## config.mk

```make
export PLATFORM = sky130hd
export DESIGN_NAME = bfly_allreduce
export DESIGN_NICKNAME = d
export VERILOG_FILES = /design/src/rtl/bfly_pkg.sv /design/src/rtl/bfly_ctrl.sv /design/src/rtl/bfly_lane.sv /design/src/rtl/bfly_allreduce.sv
export SDC_FILE = /design/constraint.sdc
export NUM_CORES = 1
export LEC_CHECK = 0
export BUFFER_PORTS_ARGS = -buffer_cell sky130_fd_sc_hd__clkbuf_2
export CORE_MARGIN = 4
export CORE_UTILIZATION = 33
export DETAILED_ROUTE_END_ITERATION = 8
export PLACE_DENSITY = 0.63
export SYNTH_ARGS = -nofsm -noshare
export SYNTH_HDL_FRONTEND = slang
export SYNTH_SLANG_ARGS = --single-unit
```

## constraint.sdc

```tcl
create_clock -name clk -period 11.6 [get_ports clk]
set_input_delay 0 -clock clk [delete_from_list [all_inputs] [get_ports clk]]
set_output_delay 0 -clock clk [all_outputs]
set_load 0.1 [all_outputs]
```

## src/rtl/bfly_pkg.sv

```systemverilog
package bfly_pkg;

    typedef enum logic [0:0] {
        ST_IDLE = 1'b0,
        ST_RUN  = 1'b1
    } run_state_t;

    // distance used by a given stage: lanes/2, lanes/4, ..., 1
    function automatic int stage_dist(input int stg, input int lanes);
        return lanes >> (stg + 1);
    endfunction

    // partner lane index for lane `lane` in stage `stg`
    function automatic int partner_idx(input int lane, input int stg, input int lanes);
        return lane ^ stage_dist(stg, lanes);
    endfunction

    // width of a counter holding values 0..n-1 (at least one bit)
    function automatic int cnt_width(input int n);
        return (n > 1) ? $clog2(n) : 1;
    endfunction

endpackage

```

## src/rtl/bfly_ctrl.sv

```systemverilog
module bfly_ctrl
    import bfly_pkg::*;
#(
    parameter int STAGES = 3,
    localparam int SW    = cnt_width(STAGES)
) (
    input  logic          clk,
    input  logic          rst,
    input  logic          start,
    output logic          load,
    output logic          step,
    output logic [SW-1:0] stage,
    output logic          busy,
    output logic          done
);

    localparam logic [SW-1:0] LAST_STAGE = SW'(STAGES - 1);

    run_state_t state_q;
    logic [SW-1:0] stage_q;
    logic done_q;
    logic at_last;

    assign at_last = (stage_q == LAST_STAGE);
    assign load    = (state_q == ST_IDLE) && start;
    assign step    = (state_q == ST_RUN);
    assign busy    = (state_q == ST_RUN);
    assign stage   = stage_q;
    assign done    = done_q;

    always_ff @(posedge clk) begin
        if (rst) begin
            state_q <= ST_IDLE;
            stage_q <= '0;
            done_q  <= 1'b0;
        end else begin
            done_q <= 1'b0;
            case (state_q)
                ST_IDLE: begin
                    if (start) begin
                        state_q <= ST_RUN;
                        stage_q <= '0;
                    end
                end
                ST_RUN: begin
                    if (at_last) begin
                        state_q <= ST_IDLE;
                        stage_q <= '0;
                        done_q  <= 1'b1;
                    end else begin
                        stage_q <= stage_q + SW'(1);
                    end
                end
                default: state_q <= ST_IDLE;
            endcase
        end
    end

    // done lasts a single cycle
    p_done_single_r2: assert property (@(posedge clk) disable iff (rst)
        done |=> !done);

    // stages advance by one per clock until the last one
    p_stage_advance_r2: assert property (@(posedge clk) disable iff (rst)
        (busy && !at_last) |=> (busy && stage == $past(stage) + SW'(1)));

    // the final stage ends the run with done
    p_last_to_done_r2: assert property (@(posedge clk) disable iff (rst)
        (busy && at_last) |=> (done && !busy));

    // a start during a run does not restart the count
    p_start_ignored_r5: assert property (@(posedge clk) disable iff (rst)
        (busy && start && !at_last) |=> (stage == $past(stage) + SW'(1)));

    // busy and done are exclusive
    p_busy_done_excl_r9: assert property (@(posedge clk) disable iff (rst)
        !(busy && done));

endmodule

```

## src/rtl/bfly_lane.sv

```systemverilog
module bfly_lane
    import bfly_pkg::*;
#(
    parameter int WIDTH  = 16,
    parameter int STAGES = 3,
    localparam int SW    = cnt_width(STAGES)
) (
    input  logic                          clk,
    input  logic                          rst,
    input  logic                          load,
    input  logic                          step,
    input  logic [SW-1:0]                 stage,
    input  logic [WIDTH-1:0]              init_val,
    input  logic [STAGES-1:0][WIDTH-1:0]  partner_vals,
    output logic [WIDTH-1:0]              val
);

    logic [WIDTH-1:0] val_q;
    logic [WIDTH-1:0] partner_pick;
    logic [WIDTH-1:0] pair_sum;

    // phase one: choose the partner of this stage and add from old contents
    always_comb begin
        partner_pick = '0;
        for (int s = 0; s < STAGES; s++) begin
            if (stage == SW'(s)) partner_pick = partner_vals[s];
        end
    end

    assign pair_sum = val_q + partner_pick;   // wraps modulo 2^WIDTH

    // phase two: commit on the shared edge
    always_ff @(posedge clk) begin
        if (rst)       val_q <= '0;
        else if (load) val_q <= init_val;
        else if (step) val_q <= pair_sum;
    end

    assign val = val_q;

    // a load captures the input slice
    p_lane_load_r1: assert property (@(posedge clk) disable iff (rst)
        load |=> (val == $past(init_val)));

    // without load or step the lane keeps its value
    p_lane_hold_r6: assert property (@(posedge clk) disable iff (rst)
        (!load && !step) |=> $stable(val));

    // reset clears the lane
    p_lane_reset_r7: assert property (@(posedge clk)
        rst |=> (val == '0));

endmodule

```

## src/rtl/bfly_allreduce.sv

```systemverilog
module bfly_allreduce
    import bfly_pkg::*;
#(
    parameter int LANES = 8,
    parameter int WIDTH = 16,
    localparam int STAGES = $clog2(LANES),
    localparam int SW     = cnt_width(STAGES)
) (
    input  logic                   clk,
    input  logic                   rst,
    input  logic                   start,
    input  logic [LANES*WIDTH-1:0] lanes_in,
    output logic                   busy,
    output logic                   done,
    output logic [LANES*WIDTH-1:0] lanes_out
);

    logic          load;
    logic          step;
    logic [SW-1:0] stage;
    logic [WIDTH-1:0] lane_val [LANES];

    bfly_ctrl #(.STAGES(STAGES)) u_ctrl (
        .clk   (clk),
        .rst   (rst),
        .start (start),
        .load  (load),
        .step  (step),
        .stage (stage),
        .busy  (busy),
        .done  (done)
    );

    for (genvar i = 0; i < LANES; i++) begin : g_lane
        logic [STAGES-1:0][WIDTH-1:0] cand;

        for (genvar s = 0; s < STAGES; s++) begin : g_cand
            assign cand[s] = lane_val[partner_idx(i, s, LANES)];
        end

        bfly_lane #(.WIDTH(WIDTH), .STAGES(STAGES)) u_lane (
            .clk          (clk),
            .rst          (rst),
            .load         (load),
            .step         (step),
            .stage        (stage),
            .init_val     (lanes_in[i*WIDTH +: WIDTH]),
            .partner_vals (cand),
            .val          (lane_val[i])
        );

        assign lanes_out[i*WIDTH +: WIDTH] = lane_val[i];
    end

    // observation of lane agreement for the completion check
    logic lanes_agree;
    always_comb begin
        lanes_agree = 1'b1;
        for (int k = 1; k < LANES; k++) begin
            if (lane_val[k] != lane_val[0]) lanes_agree = 1'b0;
        end
    end

    // every lane carries the same total when done is raised
    p_lanes_agree_r4: assert property (@(posedge clk) disable iff (rst)
        done |-> lanes_agree);

    // after done, outputs stay put until a new start is accepted
    p_result_hold_r6: assert property (@(posedge clk) disable iff (rst)
        (done && !start) |=> $stable(lanes_out));

endmodule

```

==> impl_metrics.env <==
export IMPL_run_status="finished clean"
export IMPL_cts_repair_resize_count=0
export IMPL_clkLatencyLatePin_ns=0.46
export IMPL_io_pins=261
export IMPL_core_area_mm2=0.0410
export IMPL_timing_fmax_ghz=0.230
export IMPL_share_seq_of_total_power_pct=26.1
export IMPL_setup_total_neg_slack_ns=0
export IMPL_post_cts_setup_buffer_count=0
export IMPL_critical_path_endpoint_type="flop"
export IMPL_first_pass_grt_wire_length_um=84800
export IMPL_synth_edff_count=0
export IMPL_area_leader_netlist="sky130_fd_sc_hd__dfxtp_1"
export IMPL_syn_to_final_growth_pct=25.5
export IMPL_timing_critical_path_from_type="flop"
export IMPL_power_clock_fraction_pct=24.2
export IMPL_grt_use_total_pct=24.4
export IMPL_tritoncts_num_buffers=17
export IMPL_place_port_buffers=260
export IMPL_finalMaxSlewViolations=0
export IMPL_final_min_clock_period_ns=4.36
export IMPL_power_net_switching_mw=1.21
export IMPL_start_util_pct=33.6
export IMPL_synthesis_nets=2078
export IMPL_finalHoldWorstSlack_ns=0.00760
export IMPL_synthCells=1803
export IMPL_num_rows=74
export IMPL_worst_ep_required_time_ns=11.97
export IMPL_drt_wl_total_um=57200
export IMPL_synth_top_cell_area_share_pct=19.2
export IMPL_post_synth_main_area_contributors="sky130_fd_sc_hd__dfxtp_1 (19%), sky130_fd_sc_hd__ha_1 (12%), sky130_fd_sc_hd__mux2i_1 (8.1%)"
export IMPL_avg_wl_per_cell_um=21.6
export IMPL_cts_root_buffer_cell="sky130_fd_sc_hd__clkbuf_16"
export IMPL_setup_viol=0
export IMPL_worst_max_slew_pin_slew_ns=1.16
export IMPL_overflow=0
export IMPL_n_antenna_cell=0
export IMPL_clk_transition_reported_paths_ns=0.07
export IMPL_first_global_vias=14200
export IMPL_power_combinational_fraction_pct=49.7
export IMPL_cts_max_path_buffers=2
export IMPL_post_route_standard_cell_area_excluding_fillers_mm2=0.0173
export IMPL_leakage_nw=7.49
export IMPL_netlist_top_cells_count="sky130_fd_sc_hd__o21ai_0 (184), sky130_fd_sc_hd__a21oi_1 (174), sky130_fd_sc_hd__nand2_1 (169), sky130_fd_sc_hd__ha_1 (136), sky130_fd_sc_hd__dfxtp_1 (132)"
export IMPL_ant_nets=0
export IMPL_post_synthesis_sequential_element_count=132
export IMPL_worst_vdd_drop_mv=0.0637
export IMPL_finalCritPeriodShare_pct=37.6
export IMPL_post_synth_top_count_cell="sky130_fd_sc_hd__o21ai_0"
export IMPL_critical_path_peak_fanout=52
export IMPL_first_iter_violations=1589
export IMPL_final_util_pct=42.1
export IMPL_final_layout_size_suffix_gt1_share_pct=15.5
export IMPL_finalHoldViolations=0
export IMPL_rsz0062_at_grt="no"
export IMPL_grt_start_max_net_pins=107
export IMPL_drt_pass1_iterations=8
export IMPL_detailed_place_hpwl_um=43300
export IMPL_antenna_found_initial=0
export IMPL_worst_ep_arrival_time_ns=4.72
export IMPL_cts_htree_levels=4
export IMPL_postSynth_asyncResetShare_pct=0
export IMPL_fp_dieW_um=212
export IMPL_die_y_um=212
export IMPL_setup_worst_path_class="flop to flop"
export IMPL_drv_max_cap_violation_count=0
export IMPL_synth_avg_cell_area_um2=7.63
export IMPL_synth_cell_area_mm2=0.0138
export IMPL_worst_relative_slew_slack_pct=22.3
export IMPL_fp_dieArea_mm2=0.0450
export IMPL_class_of_the_tightest_hold_or_removal_check="input pin to flop"
export IMPL_cts_tree="yes"
export IMPL_yosys_warnings=0
export IMPL_switching_share_pct=49.5
export IMPL_gpl_final_weighted_congestion=0.939
export IMPL_num_nets_final=2382
export IMPL_power_per_cell_area_mw_per_mm2=142
export IMPL_seq_area_frac_synth_pct=19.2
export IMPL_cts_sinks=132
export IMPL_drc=0
export IMPL_num_vias=15200
export IMPL_total_power_mw=2.45
export IMPL_dominantRegCellSynth="sky130_fd_sc_hd__dfxtp_1"
export IMPL_via_per_inst=5.74
export IMPL_power_report_internal_total_mw=1.24
export IMPL_dpl_cell_area_mm2=0.0154
export IMPL_synth_distinct_cells=73
export IMPL_finClkSkew_ns=0.0268
registers in the layout, summed over array words and instances (netlist names):
register           cells
u_ctrl.stage           2
g_lane.u_lane.val    128
u_ctrl.done            1
u_ctrl.busy            1
critical path, stage by stage, from the launching register on:
cell                       delay [ns]
sky130_fd_sc_hd__dfxtp_4         0.73
sky130_fd_sc_hd__buf_4           0.54
sky130_fd_sc_hd__nor2b_1         0.12
sky130_fd_sc_hd__a21oi_1         0.13
sky130_fd_sc_hd__o21ai_0         0.09
sky130_fd_sc_hd__ha_1            0.25
sky130_fd_sc_hd__fa_1            0.46
sky130_fd_sc_hd__a211oi_1        0.42
sky130_fd_sc_hd__o211ai_1        0.24
sky130_fd_sc_hd__a41oi_1         0.50
sky130_fd_sc_hd__nor2b_1         0.13
sky130_fd_sc_hd__o21ai_1         0.16
sky130_fd_sc_hd__mux2_2          0.34
sky130_fd_sc_hd__o21ai_1         0.13
worst paths after layout:
kind,from,to,slack (ns),cells after the start
max,u_ctrl.stage[0]$_SDFFE_PP0P_,g_lane[7].u_lane.val[12]$_SDFFE_PP0P_,7.24,13
min reg2reg,g_lane[7].u_lane.val[7]$_SDFFE_PP0P_,g_lane[7].u_lane.val[7]$_SDFFE_PP0P_,0.64,2
max reg2reg,u_ctrl.stage[0]$_SDFFE_PP0P_,g_lane[7].u_lane.val[12]$_SDFFE_PP0P_,7.24,13
min,lanes_in[15],g_lane[0].u_lane.val[15]$_SDFFE_PP0P_,0.008,3
stage by stage:
stage / setup slack, ns / instances
floorplan: 7.89 / 1803
global placement: 7.39 / 2497
detailed placement: 7.33 / 2497
CTS: 7.29 / 2651
global route: 6.98 / 2651
finish: 7.24 / 2651
metal layers:
metal	vias to the layer above	part of all wire [%]	track usage, %
met5	-	0	0
met4	0	2.7	7.66
met3	85	7.5	2.80
met2	671	42	36.1
met1	7152	48	36.8
li1	7316	-	-
cell usage in the layout, fill, tap and decap left out, drive strengths merged, types with 7 or more instances in the layout:
cell type / synthesis / final
a211o: 7 / 7
a211oi: 130 / 130
a21o: 33 / 33
a21oi: 175 / 175
a22oi: 24 / 24
a31oi: 8 / 8
and2: 8 / 8
buf: 31 / 15
clkbuf: 80 / 280
dfxtp: 132 / 132
dlygate4sd3: 0 / 123
fa: 8 / 8
ha: 136 / 136
inv: 23 / 23
mux2i: 111 / 111
nand2: 169 / 169
nand2b: 17 / 17
nand3: 18 / 18
nand4: 8 / 8
nor2: 98 / 98
nor2b: 127 / 127
nor3: 11 / 11
o211ai: 15 / 15
o21a: 20 / 20
o21ai: 204 / 204
o21bai: 9 / 9
o22ai: 10 / 10
o31ai: 9 / 9
xnor2: 47 / 47
xor2: 44 / 44
cells by family after synthesis:
logic type      count (synthesis)  synth area share (%)
compound gates                696                  31.9
flops                         132                  19.2
fa+ha+maj                     144                  13.5
buf+inv                       134                  3.77
simple gates                  491                  17.5
mux                           115                  8.40
xor+xnor                       91                  5.79
timing repair:
item | CTS | global route
hold buffers | 123 | 0
endpoints found under the setup margin | 0 | 0
endpoints found under the hold margin | 123 | 0
power by group through the flow:
stage | sequential [mW] | clock [mW] | combinational (mW)
final | 0.638 | 0.593 | 1.22
after global routing | 0.643 | 0.614 | 1.30
after CTS | 0.631 | 0.599 | 1.20
after detailed placement | 0.641 | 0 | 1.17
after global placement | 0.641 | 0 | 1.15
after floorplan | 0.938 | 0 | 0.567
layout make-up:
type / instances / area, µm²
tap: 532 / 666
clock inverter: 9 / 125
sequential: 132 / 2650
fill: 4098 / 23700
multi-input combinational: 1537 / 10600
inverter: 23 / 86.3
clock buffer: 22 / 485
timing repair buffer: 396 / 2640
Power figures use the tool's default switching activity.
